==> src/rtl/chfan_pkg.sv <==
package chfan_pkg;
  typedef enum logic [1:0] {
    OP_REG_WR = 2'd0,
    OP_REG_RD = 2'd1,
    OP_EN_WR  = 2'd2,
    OP_NOP    = 2'd3
  } chfan_op_e;
endpackage

==> src/rtl/chfan_enable_reg.sv <==
module chfan_enable_reg #(
  parameter int NCH = 4
) (
  input  logic           clk_i,
  input  logic           rst_ni,
  input  logic           load_i,
  input  logic [NCH-1:0] val_i,
  output logic [NCH-1:0] mask_o
);
  always_ff @(posedge clk_i or negedge rst_ni) begin
    if (!rst_ni)     mask_o <= '0;
    else if (load_i) mask_o <= val_i;
  end
endmodule

==> src/rtl/chfan_write_fanout.sv <==
module chfan_write_fanout #(
  parameter int NCH = 4
) (
  input  logic           wr_i,
  input  logic [NCH-1:0] mask_i,
  output logic [NCH-1:0] we_o
);
  for (genvar g = 0; g < NCH; g++) begin : g_we
    assign we_o[g] = wr_i & mask_i[g];
  end
endmodule

==> src/rtl/chfan_read_select.sv <==
module chfan_read_select #(
  parameter int NCH = 4,
  parameter int DW  = 16
) (
  input  logic            clk_i,
  input  logic            rst_ni,
  input  logic            rd_i,
  input  logic [NCH-1:0]  mask_i,
  input  logic [NCH*DW-1:0] rdata_i,
  output logic [NCH-1:0]  re_o,
  output logic            rd_valid_o,
  output logic [DW-1:0]   rd_data_o,
  output logic            rd_err_o
);
  localparam int CW = $clog2(NCH + 1);

  logic [CW-1:0] nsel;
  logic          single;
  logic [DW-1:0] mux;

  always_comb begin
    nsel = '0;
    for (int i = 0; i < NCH; i++) nsel = nsel + CW'(mask_i[i]);
  end
  assign single = (nsel == CW'(1));
  assign re_o   = (rd_i && single) ? mask_i : '0;

  // AND-OR mux; valid because re_o is one-hot or zero
  always_comb begin
    mux = '0;
    for (int i = 0; i < NCH; i++)
      if (re_o[i]) mux = mux | rdata_i[i*DW +: DW];
  end

  always_ff @(posedge clk_i or negedge rst_ni) begin
    if (!rst_ni) begin
      rd_valid_o <= 1'b0;
      rd_err_o   <= 1'b0;
      rd_data_o  <= '0;
    end else begin
      rd_valid_o <= rd_i;
      rd_err_o   <= rd_i & ~single;
      rd_data_o  <= rd_i ? mux : '0;
    end
  end
endmodule

==> src/rtl/chfan_top.sv <==
module chfan_top
  import chfan_pkg::*;
#(
  parameter int NCH = 4,
  parameter int AW  = 8,
  parameter int DW  = 16
) (
  input  logic              clk_i,
  input  logic              rst_ni,
  input  logic              cmd_valid_i,
  input  logic [1:0]        cmd_op_i,
  input  logic [AW-1:0]     cmd_addr_i,
  input  logic [DW-1:0]     cmd_wdata_i,
  output logic [NCH-1:0]    en_mask_o,
  output logic [NCH-1:0]    ch_we_o,
  output logic [NCH-1:0]    ch_re_o,
  output logic [AW-1:0]     ch_addr_o,
  output logic [DW-1:0]     ch_wdata_o,
  input  logic [NCH*DW-1:0] ch_rdata_i,
  output logic              rd_valid_o,
  output logic [DW-1:0]     rd_data_o,
  output logic              rd_err_o
);
  chfan_op_e op;
  logic      do_wr, do_rd, do_en;

  assign op    = chfan_op_e'(cmd_op_i);
  assign do_wr = cmd_valid_i && (op == OP_REG_WR);
  assign do_rd = cmd_valid_i && (op == OP_REG_RD);
  assign do_en = cmd_valid_i && (op == OP_EN_WR);

  assign ch_addr_o  = cmd_addr_i;
  assign ch_wdata_o = cmd_wdata_i;

  chfan_enable_reg #(.NCH(NCH)) u_en (
    .clk_i  (clk_i),
    .rst_ni (rst_ni),
    .load_i (do_en),
    .val_i  (cmd_wdata_i[NCH-1:0]),
    .mask_o (en_mask_o)
  );

  chfan_write_fanout #(.NCH(NCH)) u_wr (
    .wr_i   (do_wr),
    .mask_i (en_mask_o),
    .we_o   (ch_we_o)
  );

  chfan_read_select #(.NCH(NCH), .DW(DW)) u_rd (
    .clk_i      (clk_i),
    .rst_ni     (rst_ni),
    .rd_i       (do_rd),
    .mask_i     (en_mask_o),
    .rdata_i    (ch_rdata_i),
    .re_o       (ch_re_o),
    .rd_valid_o (rd_valid_o),
    .rd_data_o  (rd_data_o),
    .rd_err_o   (rd_err_o)
  );
endmodule

==> config.mk <==
export PLATFORM = sky130hd
export DESIGN_NAME = chfan_top
export DESIGN_NICKNAME = d
export VERILOG_FILES = /design/src/rtl/chfan_pkg.sv /design/src/rtl/chfan_enable_reg.sv /design/src/rtl/chfan_write_fanout.sv /design/src/rtl/chfan_read_select.sv /design/src/rtl/chfan_top.sv
export SDC_FILE = /design/constraint.sdc
export NUM_CORES = 1
export LEC_CHECK = 0
export ABC_AREA = 1
export ABC_CLOCK_PERIOD_IN_PS = 4410
export BUFFER_PORTS_ARGS = -buffer_cell sky130_fd_sc_hd__buf_4
export CORE_MARGIN = 5
export CORE_UTILIZATION = 42
export CTS_CLUSTER_DIAMETER = 150
export DETAILED_ROUTE_END_ITERATION = 10
export PLACE_DENSITY = 0.86
export SLEW_MARGIN = 20
export SYNTH_ARGS = -nofsm -noshare
export SYNTH_HDL_FRONTEND = slang
export SYNTH_HIERARCHICAL = 1
export SYNTH_SLANG_ARGS = --single-unit
==> constraint.sdc <==
create_clock -name clk_i -period 4.41 [get_ports clk_i]
set_input_delay 0.882 -clock clk_i [delete_from_list [all_inputs] [get_ports clk_i]]
set_output_delay 0.882 -clock clk_i [all_outputs]
set_load 0.005 [all_outputs]
**Word-level counts from Yosys, hierarchy flattened**

Index checks and enable logic that the tools add are counted.

- Flip-flop bits (word level): 22
- Bits in latches: 0
- Bits in writable memories: 0
- Memory bits (read-only): 0
- Bits of input ports: 93
- Memories kept: 0

- Add/subtract/negate cells: 3
- $mul: 0
- Divide/modulo/power cells: 0
- Magnitude comparators: 0
- Eq/ne operators: 3
- Shifts and indexed selects: 0
- Multiplexer cells: 6
- Bitwise operators: 9
- Reductions and logical operators: 5

Operators with widths:

| kind | count |
|---|---|
| 16-bit 2-to-1 mux | 5 |
| 16-bit bitwise OR | 3 |
| 3-bit by 1-bit adder with 3-bit output | 2 |
| 1-bit AND | 5 |
| 1-bit logical AND | 4 |
| 4-bit 2-to-1 mux | 1 |
| 3-bit by 1-bit equality test with 1-bit output (second input constant) | 1 |
| 1-bit by 1-bit adder with 2-bit output | 1 |
| 2-bit by 1-bit equality test with 1-bit output (second input constant) | 1 |
| 2-bit equality test (second input constant) | 1 |
| 2-bit logical NOT | 1 |
| 1-bit inverter | 1 |

**Depth between registers and ports, before layout**

Gate-level depths: netlist of the first run.

- Word-level depth: 14
- Mapped depth: 16
- Mapped depth without buffers: 12

**Hierarchy**

Netlist of the first run, hierarchy kept.

By module, submodules not included:

| module | instances | cells each | area an instance (um2) |
|---|---|---|---|
| chfan_read_select | 1 | 203 | 1415.1 |
| chfan_top | 1 | 31 | 206.4 |
| chfan_enable_reg | 1 | 17 | 148.9 |
| chfan_write_fanout | 1 | 8 | 30.0 |

**Worst setup path before layout of the first run**

Ideal clock, no wire load.

- Path type: register to output
- From: register u_en.mask_o[0]
- To: output port ch_re_o[0]
- Arrival time: 2.450 ns
- Path slack: 1.078 ns
- Cell stages (with the launch flop): 15
- Path buffers: 4
- Cells stage by stage: dfrtp_1 > buf_2 > buf_2 > inv_1 > fa_1 > inv_1 > ha_1 > ha_1 > inv_1 > nand2_2 > nor2_4 > buf_6 > buf_6 > nand2_1 > nor2_1

- Word-level cells in the longest chain between the ends: 6

Ends and longest elaborated chain:

| element | line | source |
|---|---|---|
| start, declared | chfan_enable_reg.sv:8 | `output logic [NCH-1:0] mask_o` |
| start signal, assigned | chfan_enable_reg.sv:12 | `else if (load_i) mask_o <= val_i;` |
| 1-bit by 1-bit adder with 2-bit output | chfan_read_select.sv:23 | `for (int i = 0; i < NCH; i++) nsel = nsel + CW'(mask_i[i]);` |
| 3-bit by 1-bit adder with 3-bit output (2 in series) | chfan_read_select.sv:23 |  |
| 3-bit by 1-bit equality test with 1-bit output | chfan_read_select.sv:25 | `assign single = (nsel == CW'(1));` |
| 1-bit logical AND | chfan_read_select.sv:26 | `assign re_o = (rd_i && single) ? mask_i : '0;` |
| 4-bit 2-to-1 mux * | chfan_read_select.sv:26 |  |
| end, declared | chfan_top.sv:16 | `output logic [NCH-1:0] ch_re_o,` |

Mark *: on every way between the ends. The rest lies on a longest branch, timed or not.

**Worst setup path after layout of the first run**

- From: register u_en.mask_o[0]
- To: output port ch_re_o[3]

- Word-level cells in the longest chain between the ends: 6

Ends and longest elaborated chain:

| element | line |
|---|---|
| 1-bit by 1-bit adder with 2-bit output | chfan_read_select.sv:23 |
| 3-bit by 1-bit adder with 3-bit output (2 in series) | chfan_read_select.sv:23 |
| 3-bit by 1-bit equality test with 1-bit output | chfan_read_select.sv:25 |
| 1-bit logical AND | chfan_read_select.sv:26 |
| 4-bit 2-to-1 mux | chfan_read_select.sv:26 |

No other way between the ends.

==> metrics.md, run 1 <==
| Metric | Value |
|---|---|
| Post-synth top area share | 0.3058 |
| Syn Nets | between 300 and 400 |
| Number of synthesized flops with an enable pin | 0 |
| Final count of hold timing violations | 0 |
| Global-route wire length before repair | between 8 and 9 mm |
| Power density over the cells | 301.6 nW/um^2 |
| Worst Path Required | 3.53 ns |
| Synth cell types | 14 |
| Total number of placement rows | 23 |
| Post-route ant nets | 0 |
| Die ar. | 5696 um^2 |
| Critical path's top delay family | adder cells |
| Sequential fraction of the synthesis area | 0.3058 |
| Number of endpoints failing setup at the final stage | 0 |
| Worst Setup EP | ch_re_o[3] |
| Vias per std cell | about 5 |
| Count of warnings emitted by yosys | 6 |
| Count of clock tree sinks | 22 |
| Min-delay worst type | input pin to asynchronous set/reset pin |
| Most area-hungry cell type in the Yosys netlist | sky130_fd_sc_hd__dfrtp_1 |
| Clock-pin slew on the worst setup and hold paths | 0.08 ns |
| Path depth of the worst reg2reg path | 13 |
| Synth Flop Type | sky130_fd_sc_hd__dfrtp_1 |
| Horizontal die dimension | about 75 um |
| Slew @ Worst Pin | between 0.7 and 0.8 ns |
| Cts bufs inserted | 3 |
| Number of buffers on the longest clock path | 2 |
| Reg2reg start | u_en/mask_o[0] |
| R2r setup slk | 1.79 ns |
| Simple-Gate Fraction of Synth Area | 0.3885 |
| RSZ-0062 raised after global routing | no |
| Setup tns final | 0 ns |
| Clock network latency to the later pin of the worst-skew pair | 0.26 ns |
| Most frequent cell on the critical path | sky130_fd_sc_hd__inv_1 |
| Final GP Congestion | a little under 0.8 |
| TritonCTS clock tree | yes |
| Number of detailed-route iterations in the first pass | 4 |
| Placement-stage worst setup slack | approximately 1.5 ns |
| CTS H-tree depth | 1 |
| Reg2Reg Capture Point | u_rd/rd_data_o[2] |
| Peak per-stage delay on the critical path | 0.55 ns |
| Type of the setup path with the least slack | flop to output pin |
| Hold buffer count at cts | 0 |
| Adder and majority cell fraction of the synthesized area | 0.02502 |
| Critical Path End Type | output pin |
| Hold slack final | 0.5008 ns |
| Post-synthesis cell area | between 1500 and 2000 um^2 |
| Proportion of synthesized area in mux cells | 0 |
| Setup repair bufs after CTS | 0 |
| Number of global-route vias before repair | 1,715 |
| Routed wire length per instance | 14.27 um |
| Minimum setup slack in the final design | about 1.3 ns |
| IR Drop Worst-Case VDD | 0.4772 mV |
| Effective utilization at floorplan | 0.4406 |
| Largest net degree at the start of global routing | 67 |
| Critical Path, Cell by Cell | inv_1 > fa_1 > inv_1 > ha_1 > ha_1 > inv_1 > nand2_2 > nor2_4 > nand2_1 > nor2_1 > buf_4 |
| Synthesis-to-finish area growth | 35.93% |
| Fraction of synthesis flops using an asynchronous set or reset pin | 1.000 |
| Overflow left after global routing | 0 |
| Per-instance average area after synthesis | slightly below 7 um^2 |
| Time the worst path needs with I/O delays and setup | around 3.1 ns |
| Library cell with the highest instance count after synthesis | sky130_fd_sc_hd__nand2_1 |
| Standard cell core area | 4086 um^2 |
| I/O Buffers | 106 |
| Max Clk Rate | 0.3180 GHz |
| Total buffers and inverters traversed by the critical path | 4 |
| I/O pins | roughly 150 |
| Share of final-layout standard cells stronger than drive strength 1 | 0.3628 |
| Overall via count from detail_route | 1,899 |
| Ranking of synthesized cells by instance count | sky130_fd_sc_hd__nand2_1 (68), sky130_fd_sc_hd__nand4_1 (64), sky130_fd_sc_hd__inv_1 (45) |
| Total track usage | 0.1853 |
| Worst-case headroom to the max-slew limit | 0.5230 |
| Max_cap viols | 0 |
| Critical Path AT | 2.26 ns |
| Critical-path maximum fanout | 4 |
| Highest-delay cell along the critical path | sky130_fd_sc_hd__fa_1 |
| Static leakage power | 1.453 nW |
| DRC | 0 |
| Fin. max-slew vios | 0 |
| Ranking of synthesized cells by area | sky130_fd_sc_hd__dfrtp_1 (31%), sky130_fd_sc_hd__nand4_1 (22%), sky130_fd_sc_hd__nand2_1 (14%) |
| Maximum clock skew at final layout | 0.003760 ns |
| Xor and xnor area share after synthesis | 0 |
| CP startpoint | u_en/mask_o[0] |
| Synth Area in Compound Gates | 0.002780 |
| Diodes inserted | 0 |
| DPL Wire Length | 3.994 mm |
| Total Nets Final | 425 |
| Worst path depth | 11 |
| Initial antenna violation count | 0 |
| Number of cells upsized or downsized after cts | 0 |
| Vertical extent of the die | 75.48 um |
| Element type at the critical path start | flop |
| Synthesized instance count | about 260 |
| Main combinational cell family by area after synthesis | simple AND/OR/NAND/NOR gates |
| Final Routed Wirelength | 5.393 mm |
| Number of DRC violations after detailed-routing iteration 0 | 125 |
| Cell chosen for the clock root | sky130_fd_sc_hd__clkbuf_8 |
| Status | finished, final reports clean |
| Post-synthesis sequential element count | 22 |
| Final period utilization | 0.7131 |
==> how the worst min path moves through the flow <==
stage | slack [ns] | startpoint | cells after the start | to
floorplan | 0.50 | u_en/mask_o[0] | 2 | u_en/mask_o[0]
global placement | 0.75 | u_en/mask_o[3] | 3 | u_en/mask_o[3]
detailed placement | 0.76 | u_en/mask_o[0] | 3 | u_en/mask_o[0]
CTS | 0.50 | rst_ni | 1 | u_rd/rd_data_o[1]
global route | 0.51 | rst_ni | 1 | u_rd/rd_data_o[15]
finish | 0.50 | rst_ni | 1 | u_rd/rd_data_o[15]
==> worst reg2reg max path, delay by kind of cell, from the launching register on <==
kind	cells	cell delay, ns
adders and majority gates	3	1.00
buffers and inverters	5	0.69
and+or+nand+nor	5	0.52
DFF	1	0.35
==> cell type report <==
class | count | area, um^2
fillers | 385 | 1639
repair buffers | 111 | 833.3
multi-input cells | 145 | 757.0
flip-flops and latches | 22 | 550.5
inverters | 46 | 172.7
well taps | 50 | 62.56
clock buffers | 3 | 41.29
clock inverters | 1 | 30.03
==> layout by cell type (no fill, tap or decap) <==
cell type	count
sky130_fd_sc_hd__nand2_2	1
sky130_fd_sc_hd__fa_1	1
sky130_fd_sc_hd__dfrtp_1	22
sky130_fd_sc_hd__nor2_4	2
sky130_fd_sc_hd__nand4_1	64
sky130_fd_sc_hd__inv_2	1
sky130_fd_sc_hd__nor2_1	6
sky130_fd_sc_hd__ha_1	2
sky130_fd_sc_hd__o21ai_0	1
sky130_fd_sc_hd__nand2_1	68
sky130_fd_sc_hd__clkbuf_8	3
sky130_fd_sc_hd__bufinv_16	1
sky130_fd_sc_hd__buf_4	111
sky130_fd_sc_hd__inv_1	45
==> power breakdown <==
part	switching, mW	leakage (nW)	internal [mW]
sequential	0.0155	0.299	0.219
clock	0.0631	0.0357	0.121
combinational	0.201	1.12	0.118
==> layer usage <==
metal  wire length [um]  vias to the layer above  track usage
li1                   -                      958            -
met5                  0                        -            0
met4                 39                        0      0.03301
met1               2049                      870       0.2346
met3                363                        4      0.02902
met2               2941                       67       0.3356
==> logic make-up (layout without fill, tap and decap cells) <==
logic type / Yosys count / count (layout)
and+or+nand+nor: 141 / 141
buffers and inverters: 92 / 161
DFF: 22 / 22
adders and majority gates: 3 / 3
AOI/OAI and AO/OA: 1 / 1
==> flip-flops by register name (all words and copies together) (netlist names) <==
signal	cells
u_en/mask_o	4
u_rd/rd_valid_o	1
u_rd/rd_data_o	16
u_rd/rd_err_o	1
==> through the flow <==
stage | util | std cells | power (mW) | instance area (um^2)
after global placement | 0.5814 | 374 | 0.5463 | 2376
final | 0.5989 | 378 | 0.7382 | 2447
after global routing | 0.5989 | 378 | 0.7931 | 2447
after detailed placement | 0.5814 | 374 | 0.5582 | 2376
after floorplan | - | 259 | 0.5068 | 1800
after CTS | 0.5989 | 378 | 0.7477 | 2447
Power figures use the tool's default switching activity.
==> inputs of run 2 (changes only) <==
ABC_CLOCK_PERIOD_IN_PS = 2600   (was 4410)
CORE_UTILIZATION = 36   (was 42)
PLACE_DENSITY = 0.78   (was 0.86)
clock period = 2.6 ns   (was 4.41 ns; I/O delays follow)
==> run 2 against run 1 <==
The flow now finishes with violations (negative setup slack). Via count up 0.79%. Sequential power up 64%. Utilization fell by 5.9 points. Sequential share of layout area is 1.2 points lower. Design area rose by 5.7%. Power grew 83%. Setup slack worse by 1.3 ns. Largest power group unchanged. Highest routed layer unchanged.
==> metrics.md, run 2 (synthesis results as in run 1) <==
| Metric | Value |
|---|---|
| Filler instances | 477 |
| Total track usage | 0.1645 |
| Top flop regs | u_rd/rd_data_o (16), u_en/mask_o (4) |
| Count of clock tree sinks | 22 |
| Clock-pin slew on the worst setup and hold paths | roughly 0.08 ns |
| End-of-flow core utilization | 0.5404 |
| Slew @ Worst Pin | ~0.34 ns |
| Final period utilization | 1.031 |
| I/O pins | 147 |
| Area post-placement | approximately 2500 um^2 |
| Overall via count from detail_route | 1,914 |
| Static leakage power | 1.497 nW |
| DPL Wire Length | 4.032 mm |
| DRC | 0 |
| Max FFs per register | 16 |
| Standard cell core area | 4786 um^2 |
| Cell chosen for the clock root | sky130_fd_sc_hd__clkbuf_8 |
| I/O Buffers | 106 |
| Diodes inserted | 0 |
| Fin. max-slew vios | 0 |
| Vertical extent of the die | 80.72 um |
| Final GP Congestion | 0.7830 |
| Number of detailed-route iterations in the first pass | 4 |
| Violations in the final reports | negative setup slack |
| Effective utilization at floorplan | 0.3762 |
| Total buffers and inverters traversed by the critical path | 4 |
| R2r setup slk | 0.24 ns |
| Min-delay worst type | input pin to asynchronous set/reset pin |
| Worst Path Required | between 2 and 2.5 ns |
| Worst path depth | 11 |
| RSZ-0062 raised after global routing | yes |
| Peak per-stage delay on the critical path | approximately 0.52 ns |
| Max Clk Rate | about 0.37 GHz |
| Number of DRC violations after detailed-routing iteration 0 | 117 |
| Share of final-layout standard cells stronger than drive strength 1 | 0.4090 |
| Element type at the critical path start | flop |
| Critical Path AT | between 2 and 2.5 ns |
| Commonest non-fill, non-tap cells in the layout | sky130_fd_sc_hd__buf_4 (115), sky130_fd_sc_hd__nand2_1 (67), sky130_fd_sc_hd__nand4_1 (64) |
| Max_cap viols | 0 |
| Hold buffer count at cts | 0 |
| Critical Path, Cell by Cell | inv_2 > fa_1 > inv_1 > ha_2 > ha_4 > inv_2 > nand2_2 > nor2_4 > nand2_4 > nor2_2 > buf_4 |
| Type of the setup path with the least slack | flop to output pin |
| Final count of hold timing violations | 0 |
| Maximum clock skew at final layout | 0.004062 ns |
| Most frequent standard cell in the layout excluding fill and tap cells | sky130_fd_sc_hd__buf_4 |
| Highest-delay cell along the critical path | sky130_fd_sc_hd__fa_1 |
| Critical Path End Type | output pin |
| Critical-path maximum fanout | 4 |
| Routed wire length per instance | approximately 14 um |
| Reg2Reg Capture Point | u_rd/rd_data_o[0] |
| Final Routed Wirelength | 5.537 mm |
| TritonCTS clock tree | yes |
| Number of endpoints failing setup at the final stage | 4 |
| Worst-case headroom to the max-slew limit | 0.7734 |
| Path depth of the worst reg2reg path | 14 |
| Total non-filler cell area in the finished layout | between 2000 and 3000 um^2 |
| Die ar. | ~6500 um^2 |
| Overflow left after global routing | 0 |
| CTS H-tree depth | 1 |
| Initial antenna violation count | 0 |
| Total number of placement rows | 25 |
| Largest net degree at the start of global routing | 65 |
| Vias per std cell | ~4.8 |
| Horizontal die dimension | just over 80 um |
| Minimum setup slack in the final design | -0.07931 ns |
| Most frequent cell on the critical path | sky130_fd_sc_hd__inv_2 |
| Status | finished, violations left |
| Cts bufs inserted | 3 |
| Largest register by flop count | u_rd/rd_data_o |
| Post-route ant nets | 0 |
| Reg2reg start | u_en/mask_o[3] |
| IR Drop Worst-Case VDD | 0.7354 mV |
| Number of buffers on the longest clock path | 2 |
| Time the worst path needs with I/O delays and setup | about 2.7 ns |
| Number of global-route vias before repair | 1,767 |
| Clock network latency to the later pin of the worst-skew pair | ~0.26 ns |
| Total Nets Final | about 430 |
| Critical path's top delay family | adder cells |
| Synthesis-to-finish area growth | 43.64% |
| Power density over the cells | 523.6 nW/um^2 |
| Global-route wire length before repair | 8.411 mm |
-- run 2: cell types whose count changed in the layout (fill, tap and decap cells not counted), sizes merged --
cell  previous run  this run
buf            111       118
-- run 2: cell type report --
| class | count | area (um^2) | share of cell area |
|---|---|---|---|
| timing repair buffer | 118 | 905.9 | 0.3503 |
| multi-input combinational | 145 | 799.5 | 0.3091 |
| sequential | 22 | 550.5 | 0.2129 |
| inverter | 46 | 175.2 | 0.06773 |
| tap | 67 | 83.83 | 0.03241 |
| clock buffer | 3 | 41.29 | 0.01597 |
| clock inverter | 1 | 30.03 | 0.01161 |
-- run 2: power breakdown --
| group | switching, mW | internal, mW |
|---|---|---|
| sequential | 0.0134 | 0.372 |
| clock | 0.112 | 0.206 |
| combinational | 0.386 | 0.264 |
| total | 0.512 | 0.842 |
-- run 2: how the worst max path moves through the flow --
| stage | start | end | slack [ns] |
|---|---|---|---|
| 4_1_cts | u_en/mask_o[3] | ch_re_o[2] | -0.09 |
| 6_report | u_en/mask_o[3] | ch_re_o[1] | -0.08 |
| 3_3_place_gp | u_en/mask_o[0] | ch_re_o[1] | 0.21 |
| 2_1_floorplan | u_en/mask_o[0] | ch_re_o[0] | -0.14 |
| 3_5_place_dp | u_en/mask_o[0] | ch_re_o[1] | 0.17 |
| 5_1_grt | u_en/mask_o[3] | ch_re_o[1] | -0.16 |
-- run 2: metal layers --
metal,up-vias,wire length (um),GRT usage,part of all wire
met3,14,361,0.02578,0.065
li1,972,-,-,-
met2,65,2967,0.2947,0.54
met4,0,83,0.05236,0.015
met5,-,0,0,0
met1,863,2125,0.2007,0.38
-- run 2: stage by stage --
step           hold slack [ns]  cells  TNS [ns]  total power, mW  setup WS, ns
2_1_floorplan           0.2244    259   -0.5759           0.8999       -0.1441
6_report                0.1355    402   -0.2681            1.354      -0.07931
3_5_place_dp            0.4333    393         0            1.009        0.1667
3_3_place_gp            0.4306    393         0           0.9922        0.2052
4_1_cts                 0.1335    400   -0.2742            1.359      -0.08792
5_1_grt                 0.1450    402   -0.6111            1.447       -0.1637
-- run 2: worst register-to-register path, cell delays in order (launching register included) --
cell                      delay (ns)
sky130_fd_sc_hd__dfrtp_1        0.36
sky130_fd_sc_hd__inv_2          0.05
sky130_fd_sc_hd__fa_1           0.52
sky130_fd_sc_hd__inv_1          0.04
sky130_fd_sc_hd__ha_2           0.17
sky130_fd_sc_hd__ha_4           0.21
sky130_fd_sc_hd__inv_2          0.05
sky130_fd_sc_hd__nand2_2        0.06
sky130_fd_sc_hd__nor2_4         0.13
sky130_fd_sc_hd__buf_4          0.14
sky130_fd_sc_hd__buf_12         0.22
sky130_fd_sc_hd__nand4_1        0.16
sky130_fd_sc_hd__nand2_1        0.10
sky130_fd_sc_hd__inv_1          0.04
sky130_fd_sc_hd__nand2_1        0.05
-- run 2: timing repair --
action                     in CTS  in global routing
setup buffers                   3                  2
setup endpoints to repair       4                  4
pin swaps                       5                  2
gates resized for setup         3                  5
==> inputs of run 3 (changes only) <==
RECOVER_POWER = 50   (was default)
==> run 3 against run 2 <==
The run still ends with negative setup slack left. Power down 0.20%. Global-route usage is the same. Flip-flop and latch count stayed put. Sequential share of layout area about the same. Critical path type unchanged. Highest routed layer unchanged.
==> metrics.md, run 3 (synthesis results as in run 1) <==
| Metric | Value |
|---|---|
| Status | finished, violations left |
| Violations in the final reports | negative setup slack |
| Path depth of the worst reg2reg path | 14 |
| Effective utilization at floorplan | 0.3762 |
| Placement-stage worst setup slack | 0.1667 ns |
| Share of final-layout standard cells stronger than drive strength 1 | 0.4030 |
| Clock-pin slew on the worst setup and hold paths | 0.08 ns |
| I/O pins | 147 |
| Minimum setup slack in the final design | -0.08090 ns |
| Time the worst path needs with I/O delays and setup | about 2.7 ns |
| Sw frac | 0.3774 |
| Part of the total power dissipated in the clock network | 0.234 |
| Area occupied by registers | 550.5 um^2 |
| Share of power burned in combinational logic | 0.480 |
| Max_cap viols | 0 |
| DRC | 0 |
| Switching power | 0.5099 mW |
| Global-route wire length before repair | ~8.4 mm |
| Commonest non-fill, non-tap cells in the layout | sky130_fd_sc_hd__buf_4 (114), sky130_fd_sc_hd__nand2_1 (67), sky130_fd_sc_hd__nand4_1 (64) |
| Number of detailed-route iterations in the first pass | 4 |
| Total number of placement rows | 25 |
| Most frequent standard cell in the layout excluding fill and tap cells | sky130_fd_sc_hd__buf_4 |
| Element type at the critical path start | flop |
| Min-delay worst type | input pin to flop |
| Sum of internal, switching and leakage power | 1.351 mW |
| Post-route ant nets | 0 |
| Number of DRC violations after detailed-routing iteration 0 | 117 |
| Filler instances | 478 |
| Source of the worst hold timing path | cmd_wdata_i[3] |
| Diodes inserted | 0 |
| Standard cell core area | between 4000 and 5000 um^2 |
| Horizontal die dimension | 80.72 um |
| Number of instances on the worst hold path | 3 |
| Critical Path AT | 2.16 ns |
| DPL Wire Length | 4.032 mm |
| Reg2reg start | u_en/mask_o[3] |
| Reg2Reg Capture Point | u_rd/rd_data_o[0] |
| Die ar. | 6516 um^2 |
| CTS H-tree depth | 1 |
| Critical Path End Type | output pin |
| Cell chosen for the clock root | sky130_fd_sc_hd__clkbuf_8 |
| Max FFs per register | 16 |
| Largest register by flop count | u_rd/rd_data_o |
| Overall via count from detail_route | 1,914 |
| Count of clock tree sinks | 22 |
| Power share of the sequential group | 0.285 |
| Routed wire length per instance | around 14 um |
| Number of endpoints failing setup at the final stage | 4 |
| End-of-flow core utilization | 0.5396 |
| RSZ-0062 raised after global routing | yes |
| Synthesis-to-finish area growth | 43.43% |
| Fin. max-slew vios | 0 |
| Clock network latency to the later pin of the worst-skew pair | 0.26 ns |
| Total track usage | 0.1645 |
| Peak per-stage delay on the critical path | approximately 0.52 ns |
| Final Routed Wirelength | 5.528 mm |
| Met3 capacity usage during global routing | 0.02578 |
| Vias per std cell | between 4 and 5 |
| Worst Path Required | 2.08 ns |
| IR Drop Worst-Case VDD | 0.7309 mV |
| Type of the setup path with the least slack | flop to output pin |
| Number of buffers on the longest clock path | 2 |
| Critical Path, Cell by Cell | inv_2 > fa_1 > inv_1 > ha_2 > ha_4 > inv_2 > nand2_2 > nor2_4 > nand2_4 > nor2_2 > buf_4 |
| Area of combinational cells with multiple inputs | approximately 800 um^2 |
| Final GP Congestion | 0.7830 |
| Worst-case headroom to the max-slew limit | 0.1799 |
| Cts bufs inserted | 3 |
| Int Pwr | 0.8414 mW |
| Maximum clock skew at final layout | a little under 0.005 ns |
| Vertical extent of the die | 80.72 um |
| Final period utilization | 1.031 |
| Highest-delay cell along the critical path | sky130_fd_sc_hd__fa_1 |
| TritonCTS clock tree | yes |
| R2r setup slk | 0.24 ns |
| M2 GR Usage | 0.2947 |
| Max Clk Rate | between 0.3 and 0.4 GHz |
| Final count of hold timing violations | 0 |
| Sink of the worst hold path | u_en/mask_o[3] |
| Initial antenna violation count | 0 |
| Critical-path maximum fanout | 4 |
| Peak-usage layer in the global routing report | met2 |
| Largest net degree at the start of global routing | 65 |
| Total Nets Final | 432 |
| Hold slack final | 0.4815 ns |
| Static leakage power | 1.493 nW |
| I/O Buffers | roughly 110 |
| Setup tns final | -0.2745 ns |
| Top flop regs | u_rd/rd_data_o (16), u_en/mask_o (4) |
| Slew @ Worst Pin | roughly 1.2 ns |
| Global routing usage on met1 | 0.2007 |
| Number of global-route vias before repair | around 1,800 |
| Most frequent cell on the critical path | sky130_fd_sc_hd__inv_2 |
| Power density over the cells | between 500 and 600 nW/um^2 |
| Overflow left after global routing | 0 |
[run 3: changes by cell type in the layout (fill, tap and decap cells not counted), sizes merged]
cell	change
buf	-1
clkbuf	+1
clkinv	+1
inv	-1
[run 3: area by class of cell]
cell class / instances / share of cell area
Timing Repair Buffer: 118 / 0.3493
Multi-Input combinational cell: 145 / 0.3096
Sequential cell: 22 / 0.2132
Inverter: 46 / 0.06783
Tap cell: 67 / 0.03246
Clock buffer: 3 / 0.01599
Clock inverter: 1 / 0.01163
[run 3: routing by layer]
layer | up-vias | wire, um
met1 | 858 | 2111
met2 | 69 | 2965
met3 | 14 | 368
met5 | - | 0
met4 | 0 | 82
li1 | 973 | -
[run 3: critical path: cells and delay by family, from the launching register on]
kind                       cells  cell delay [ns]
and+or+nand+nor                4             0.38
buffers and inverters          4             0.26
adders and majority gates      3             0.90
DFF                            1             0.36
[run 3: stage by stage]
stage               area [um^2]  instances
global placement           2455        393
detailed placement         2455        393
CTS                        2551        400
floorplan                  1861        259
global route               2582        402
finish                     2582        402
[run 3: power by group through the flow]
stage	sequential [mW]	combinational, mW	clock [mW]
2_1_floorplan	0.399	0.501	0
3_3_place_gp	0.391	0.601	0
3_5_place_dp	0.391	0.617	0
4_1_cts	0.386	0.642	0.330
5_1_grt	0.390	0.713	0.343
6_report	0.386	0.649	0.317
[run 3: repair_timing]
action,CTS,global route
pin swaps,5,2
hold buffers,0,0
setup endpoints to repair,4,4
setup buffers,3,2
resized for setup,3,5
[run 3: worst max-delay path by stage]
stage	startpoint	endpoint	slack, ns
after floorplan	u_en/mask_o[0]	ch_re_o[0]	-0.14
after global placement	u_en/mask_o[0]	ch_re_o[1]	0.21
after detailed placement	u_en/mask_o[0]	ch_re_o[1]	0.17
after CTS	u_en/mask_o[3]	ch_re_o[2]	-0.09
after global routing	u_en/mask_o[3]	ch_re_o[1]	-0.16
final	u_en/mask_o[3]	ch_re_o[1]	-0.08
